**config.mk**
```make
export PLATFORM = sky130hd
export DESIGN_NAME = multimode_timer
export DESIGN_NICKNAME = d
export VERILOG_FILES = /design/src/rtl/mmt_pkg.sv /design/src/rtl/mmt_clkdiv.sv /design/src/rtl/mmt_prescaler.sv /design/src/rtl/mmt_counter.sv /design/src/rtl/multimode_timer.sv
export SDC_FILE = /design/constraint.sdc
export NUM_CORES = 1
export LEC_CHECK = 0
export BUFFER_PORTS_ARGS = -buffer_cell sky130_fd_sc_hd__buf_4
export CORE_ASPECT_RATIO = 1.1
export CORE_MARGIN = 2
export CORE_UTILIZATION = 50
export CTS_BUF_LIST = sky130_fd_sc_hd__clkbuf_4 sky130_fd_sc_hd__clkbuf_8
export DETAILED_ROUTE_END_ITERATION = 16
export GPL_TIMING_DRIVEN = 0
export PLACE_DENSITY = 0.7
export SLEW_MARGIN = 0
export SYNTH_ARGS = -nofsm -noshare
export SYNTH_HDL_FRONTEND = slang
export SYNTH_HIERARCHICAL = 1
export SYNTH_SLANG_ARGS = --single-unit
```
**constraint.sdc**
```tcl
create_clock -name clk -period 4.75 [get_ports clk]
set_clock_uncertainty 0.05 [all_clocks]
set_input_delay 1.1875 -clock clk [delete_from_list [all_inputs] [get_ports clk]]
set_output_delay 1.1875 -clock clk [all_outputs]
set_load 0.01 [all_outputs]
```
**src/rtl/mmt_pkg.sv**
```systemverilog
package mmt_pkg;

   typedef enum logic [1:0] {
      MODE_UP     = 2'd0,
      MODE_DOWN   = 2'd1,
      MODE_CENTER = 2'd2,
      MODE_ALT_UP = 2'd3
   } cnt_mode_e;

   localparam logic [1:0] ADDR_CTRL  = 2'd0;
   localparam logic [1:0] ADDR_PSC   = 2'd1;
   localparam logic [1:0] ADDR_ARR   = 2'd2;
   localparam logic [1:0] ADDR_CLEAR = 2'd3;

   localparam int unsigned CTRL_RUN_BIT = 0;
   localparam int unsigned CTRL_MODE_LO = 1;
   localparam int unsigned CTRL_DIV_LO  = 3;
   localparam int unsigned CTRL_IE_BIT  = 5;
   localparam int unsigned CTRL_DE_BIT  = 6;
   localparam int unsigned CTRL_USED_W  = 7;

   typedef struct packed {
      logic       de;
      logic       ie;
      logic [1:0] div;
      cnt_mode_e  mode;
      logic       run;
   } ctrl_t;

endpackage

```
**src/rtl/mmt_clkdiv.sv**
```systemverilog
module mmt_clkdiv (
   input  logic       clk,
   input  logic       rst_n,
   input  logic       run,
   input  logic [1:0] div_sel,
   output logic       tick
);
   logic [1:0] phase_q;
   logic [1:0] limit;

   always_comb begin
      case (div_sel)
         2'd0:    limit = 2'd0;
         2'd1:    limit = 2'd1;
         default: limit = 2'd3;
      endcase
   end

   assign tick = run && (phase_q >= limit);

   always_ff @(posedge clk) begin
      if (!rst_n) begin
         phase_q <= '0;
      end else if (run) begin
         phase_q <= (phase_q >= limit) ? 2'd0 : phase_q + 2'd1;
      end
   end
endmodule

```
**src/rtl/mmt_prescaler.sv**
```systemverilog
module mmt_prescaler #(
   parameter int unsigned PSC_W = 16
) (
   input  logic             clk,
   input  logic             rst_n,
   input  logic             run,
   input  logic             in_tick,
   input  logic             reload,
   input  logic [PSC_W-1:0] psc_in,
   output logic             out_tick
);
   logic [PSC_W-1:0] ratio_q;
   logic [PSC_W-1:0] phase_q;

   assign out_tick = in_tick && (phase_q >= ratio_q);

   always_ff @(posedge clk) begin
      if (!rst_n) begin
         ratio_q <= '0;
      end else if (!run || reload) begin
         ratio_q <= psc_in;
      end
   end

   always_ff @(posedge clk) begin
      if (!rst_n) begin
         phase_q <= '0;
      end else if (in_tick) begin
         phase_q <= out_tick ? '0 : phase_q + 1'b1;
      end
   end
endmodule

```
**src/rtl/mmt_counter.sv**
```systemverilog
module mmt_counter
   import mmt_pkg::*;
#(
   parameter int unsigned CNT_W = 16
) (
   input  logic             clk,
   input  logic             rst_n,
   input  logic             tick,
   input  cnt_mode_e        mode,
   input  logic [CNT_W-1:0] arr,
   output logic [CNT_W-1:0] cnt,
   output logic             descending,
   output logic             wrap
);
   localparam int unsigned EXT_W = CNT_W + 1;

   logic [CNT_W-1:0] cnt_q, cnt_nxt;
   logic             dir_q, dir_nxt;
   logic             turn;
   logic [EXT_W-1:0] cnt_plus;

   assign cnt_plus = {1'b0, cnt_q} + EXT_W'(1);

   always_comb begin
      cnt_nxt = cnt_q;
      dir_nxt = 1'b0;
      turn    = 1'b0;
      case (mode)
         MODE_DOWN: begin
            if (cnt_q == '0) begin
               cnt_nxt = arr;
               turn    = 1'b1;
            end else begin
               cnt_nxt = cnt_q - 1'b1;
            end
         end
         MODE_CENTER: begin
            if (arr == '0) begin
               cnt_nxt = '0;
            end else if (!dir_q) begin
               if (cnt_plus >= {1'b0, arr}) begin
                  cnt_nxt = arr;
                  dir_nxt = 1'b1;
                  turn    = 1'b1;
               end else begin
                  cnt_nxt = cnt_plus[CNT_W-1:0];
               end
            end else begin
               if (cnt_q <= CNT_W'(1)) begin
                  cnt_nxt = '0;
                  dir_nxt = 1'b0;
                  turn    = 1'b1;
               end else begin
                  cnt_nxt = cnt_q - 1'b1;
                  dir_nxt = 1'b1;
               end
            end
         end
         default: begin
            if (cnt_q >= arr) begin
               cnt_nxt = '0;
               turn    = 1'b1;
            end else begin
               cnt_nxt = cnt_plus[CNT_W-1:0];
            end
         end
      endcase
   end

   always_ff @(posedge clk) begin
      if (!rst_n) begin
         cnt_q <= '0;
         dir_q <= 1'b0;
      end else if (tick) begin
         cnt_q <= cnt_nxt;
         dir_q <= dir_nxt;
      end
   end

   assign cnt        = cnt_q;
   assign wrap       = tick && turn;
   assign descending = (mode == MODE_DOWN) || ((mode == MODE_CENTER) && dir_q);
endmodule

```
**src/rtl/multimode_timer.sv**
```systemverilog
module multimode_timer
   import mmt_pkg::*;
#(
   parameter int unsigned CNT_W  = 16,
   parameter int unsigned PSC_W  = 16,
   parameter int unsigned DATA_W = 16
) (
   input  logic              clk,
   input  logic              rst_n,
   input  logic              wr_en,
   input  logic [1:0]        wr_addr,
   input  logic [DATA_W-1:0] wr_data,
   output logic [CNT_W-1:0]  cnt_value,
   output logic              cnt_down,
   output logic              upd_evt,
   output logic              flag,
   output logic              irq,
   output logic              dma_req
);
   localparam int unsigned MIN_DATA_W = (CNT_W > PSC_W) ? CNT_W : PSC_W;

   generate
      if (CNT_W < 2 || CNT_W > 32) begin : g_bad_cnt_w
         $error("multimode_timer: CNT_W must lie in 2..32");
      end
      if (PSC_W < 1 || PSC_W > 32) begin : g_bad_psc_w
         $error("multimode_timer: PSC_W must lie in 1..32");
      end
      if (DATA_W < MIN_DATA_W || DATA_W < CTRL_USED_W) begin : g_bad_data_w
         $error("multimode_timer: DATA_W too narrow for registers");
      end
   endgenerate

   ctrl_t            ctrl_q;
   logic [PSC_W-1:0] psc_q;
   logic [CNT_W-1:0] arr_q;
   logic             flag_q, upd_q, dma_q;
   logic             div_tick, cnt_tick, wrap;
   logic             clr_hit;

   assign clr_hit = wr_en && (wr_addr == ADDR_CLEAR) && wr_data[0];

   always_ff @(posedge clk) begin
      if (!rst_n) begin
         ctrl_q <= '0;
         psc_q  <= '0;
         arr_q  <= '0;
      end else if (wr_en) begin
         case (wr_addr)
            ADDR_CTRL: begin
               ctrl_q.run  <= wr_data[CTRL_RUN_BIT];
               ctrl_q.mode <= cnt_mode_e'(wr_data[CTRL_MODE_LO +: 2]);
               ctrl_q.div  <= wr_data[CTRL_DIV_LO +: 2];
               ctrl_q.ie   <= wr_data[CTRL_IE_BIT];
               ctrl_q.de   <= wr_data[CTRL_DE_BIT];
            end
            ADDR_PSC: psc_q <= wr_data[PSC_W-1:0];
            ADDR_ARR: arr_q <= wr_data[CNT_W-1:0];
            default: ;
         endcase
      end
   end

   mmt_clkdiv i_clkdiv (
      .clk     (clk),
      .rst_n   (rst_n),
      .run     (ctrl_q.run),
      .div_sel (ctrl_q.div),
      .tick    (div_tick)
   );

   mmt_prescaler #(.PSC_W(PSC_W)) i_prescaler (
      .clk      (clk),
      .rst_n    (rst_n),
      .run      (ctrl_q.run),
      .in_tick  (div_tick),
      .reload   (wrap),
      .psc_in   (psc_q),
      .out_tick (cnt_tick)
   );

   mmt_counter #(.CNT_W(CNT_W)) i_counter (
      .clk        (clk),
      .rst_n      (rst_n),
      .tick       (cnt_tick),
      .mode       (ctrl_q.mode),
      .arr        (arr_q),
      .cnt        (cnt_value),
      .descending (cnt_down),
      .wrap       (wrap)
   );

   always_ff @(posedge clk) begin
      if (!rst_n) begin
         upd_q  <= 1'b0;
         dma_q  <= 1'b0;
         flag_q <= 1'b0;
      end else begin
         upd_q <= wrap;
         dma_q <= wrap && ctrl_q.de;
         if (wrap)         flag_q <= 1'b1;
         else if (clr_hit) flag_q <= 1'b0;
      end
   end

   assign upd_evt = upd_q;
   assign dma_req = dma_q;
   assign flag    = flag_q;
   assign irq     = flag_q && ctrl_q.ie;
endmodule

```
==> flow_summary.yaml <==
clock_network:
  clockBufferDepth: 2
  cts_num_sinks: 93
  clkTransAtPathRegs_ps: 90
  cts_buffers: 9
  root_buffer: "clkbuf_8"
  clk_latency_ps: 380
  cts_tree: "built"
  htree_levels: 3
floorplanning:
  rows: 42
  dieArea_um2: 13000
  coreArea_um2: 11900
  die_width_um: 109
  die_h_um: 119
  ioPinCount: 42
  start_util_pct: 50.6
critical_path:
  r2r-end: "i_prescaler/ratio_q[2]$_SDFFE_PN0P_"
  critical_path_required_ps: 4960
  worstPathMaxFanout: 10
  cp-end-kind: "flop"
  cp-startpoint: "i_counter/cnt[0]$_SDFFE_PN0P_"
  crit_type: "reg2reg"
  cp.arrival_ps: 4620
  rr_worst_depth: 20
  rrSetupSlack_ps: 340
  regToRegStartpoint: "i_counter/cnt[0]$_SDFFE_PN0P_"
  start_kind: "flop"
grt:
  grt_pass1_vias: 5527
  grt.overflow.total: 0
  track_usage_pct: 26.3
  antenna_found_initial: 0
  grt_max_degree: 15
  grt_first_pass_wirelength_um: 26400
job:
  max_cap_violations: 0
yosys:
  synth_top_family_by_area: "simple AND/OR/NAND/NOR gates"
  synth_fa_ha_area_share_pct: 11.8
  async_flop_share_pct: 0
  syn_area_um2: 6040
  synth_top_area_share_pct: 30.8
  yosysMostFrequentCell: "nand2_1"
  yosysWarnings: 6
  ys_seq_area_share_pct: 30.8
  synthFlopType: "dfxtp_1"
  yosys-top-cells-area: "dfxtp_1 31%, ha_1 12%, nand2_1 7.9%"
  synth_area_leader_cell: "dfxtp_1"
  synth.distinct_cells: 68
  synth_commonest_cells: "127 x nand2_1, 93 x dfxtp_1, 57 x ha_1, 53 x inv_1, 44 x nor2_1"
  syn_area_per_cell_um2: 8.28
  synth_edf_count: 0
  synth_fp_nets: 807
  synth_compound_area_share_pct: 16.7
  synth-simple-area-share_pct: 22.5
  synth-seq-cells: 93
  yosys.area_share.xor_xnor_pct: 4.50
  synth_mux_area_share_pct: 6.63
  netlist_instances: 729
hold_path:
  hold_end: "i_prescaler/ratio_q[6]$_SDFFE_PN0P_"
  hold_depth: 2
  hold_path.startpoint: "i_prescaler/ratio_q[6]$_SDFFE_PN0P_"
  hold_class: "reg2reg"
sta:
  finalCritPeriodShare_pct: 92.9
  hold_ws_ps: 413
  max_slew.worst_pin.slew_ps: 1070
  timing.final.max_slew_violations: 0
  period_minus_slack_ps: 4410
  hold_violations: 0
  fin_tns_setup_ps: 0
  slew_headroom_pct: 27.5
  final-setup-viol-count: 0
  fmax_mhz: 227
power:
  ir_drop_mv: 0.131
  total_power_mw: 1.58
  power.leakage_nw: 2.96
  power_density_nw_per_um2: 231
detailed_routing:
  vias: 5432
  dr.pass1.iters: 5
  routed_wl_um: 16600
  detail_route.wl_per_cell_um: 17.6
  drc: 0
  ant_nets: 0
  drt_iter0_drc: 275
  viasPerCell: 5.77
cells_and_area:
  insertedDiodeCount: 0
  final_layout_size_suffix_gt1_share_pct: 14.3
  post-route-util_pct: 57.1
  regArea_um2: 1860
  fillers: 1095
  multiInputGateArea_um2: 3790
  area_growth_pct: 12.8
  design_area_um2: 6810
  nets: 861
place:
  portBuffers: 41
  place_area_um2: 6540
  globalplace.congestion: 1.02
  hpwl_um: 13000
status:
  status: "complete, no violations"
[critical path, stage by stage (launching register included)]
cell      delay (ps)
dfxtp_2          480
ha_4             210
and4_1           250
nand4_1          100
buf_4            180
inv_1            110
nand3_1          120
xnor2_1          210
ha_1             300
a211oi_1         250
o21ai_0          130
o211ai_1         120
o211ai_1         190
a21oi_2          240
a21oi_1          100
o311a_1          460
nand2b_1         200
clkbuf_1         180
clkbuf_2         220
nand2_1          110
a21boi_0          90
[routing by layer]
layer	vias to the layer above	share of wire (%)	GRT usage, %	routed length [um]
li1	2670	-	-	-
met1	2557	40	28.5	6590
met5	-	0	0	0
met3	54	3.8	4.76	637
met2	151	52	47.9	8630
met4	0	4.6	13.5	762
[stage by stage]
step	setup slack, ps	std cells
6_report	335	942
5_1_grt	-9.63	942
4_1_cts	5.81	942
3_5_place_dp	-318	924
3_3_place_gp	-274	924
2_1_floorplan	725	729
[layout make-up]
cell class,instances,area share [%]
sequential,93,27.4
timing repair buffer,43,4.74
inverter,53,2.92
buffer,34,3.33
clock inverter,3,0.625
multi-input combinational,549,55.6
clock buffer,13,2.54
tap,154,2.83
[logic make-up (layout without fill, tap and decap cells)]
logic type,after synthesis,count (layout)
multiplexers,40,40
adder cells (fa/ha/maj),57,57
flip-flops,93,93
XOR/XNOR,31,31
buffers and inverters,87,146
AND/OR/NAND/NOR,280,280
AO/OA/AOI/OAI,141,141
[power breakdown]
part | internal (mW) | switching (mW)
registers | 0.794 | 0.0139
clock network | 0.292 | 0.292
logic | 0.0709 | 0.112
total | 1.16 | 0.418
[worst max-delay path by stage]
stage / slack, ps / to / depth (start not counted)
finish: 340 / i_prescaler/ratio_q[2]$_SDFFE_PN0P_ / 20
global route: -10 / i_prescaler/ratio_q[14]$_SDFFE_PN0P_ / 20
CTS: 6 / i_prescaler/ratio_q[2]$_SDFFE_PN0P_ / 18
detailed placement: -320 / i_prescaler/ratio_q[2]$_SDFFE_PN0P_ / 19
global placement: -270 / i_prescaler/ratio_q[14]$_SDFFE_PN0P_ / 17
floorplan: 730 / i_prescaler/ratio_q[0]$_SDFFE_PN0P_ / 19
[cell usage in the layout (no fill, tap or decap), drive strengths merged, types with 14 or more instances in the layout]
master  netlist  final
nand2       127    127
a21oi        31     31
xor2         19     19
nor2         46     46
ha           57     57
o21ai        29     29
nand3        22     22
inv          53     53
nor3         14     14
mux2i        40     40
clkbuf       13     26
dfxtp        93     93
nand4        16     16
buf          21     64
a21boi       17     17
[timing repair]
| item | CTS | global route |
|---|---|---|
| hold buffers | 0 | 0 |
| gates resized for setup | 4 | 11 |
| setup buffers | 2 | 0 |
| hold endpoints to repair | 0 | 0 |
| pin swaps | 1 | 0 |
| endpoints found under the setup margin | 10 | 16 |
[state kept, by name, indices dropped and copies added (netlist names)]
name	flops
dma_req	1
flag	1
ctrl_q	7
i_prescaler/ratio_q	16
i_counter/dir_q	1
arr_q	16
upd_evt	1
psc_q	16
i_prescaler/phase_q	16
i_counter/cnt	16
i_clkdiv/phase_q	2
No activity file was read; power rests on OpenSTA's default activity.
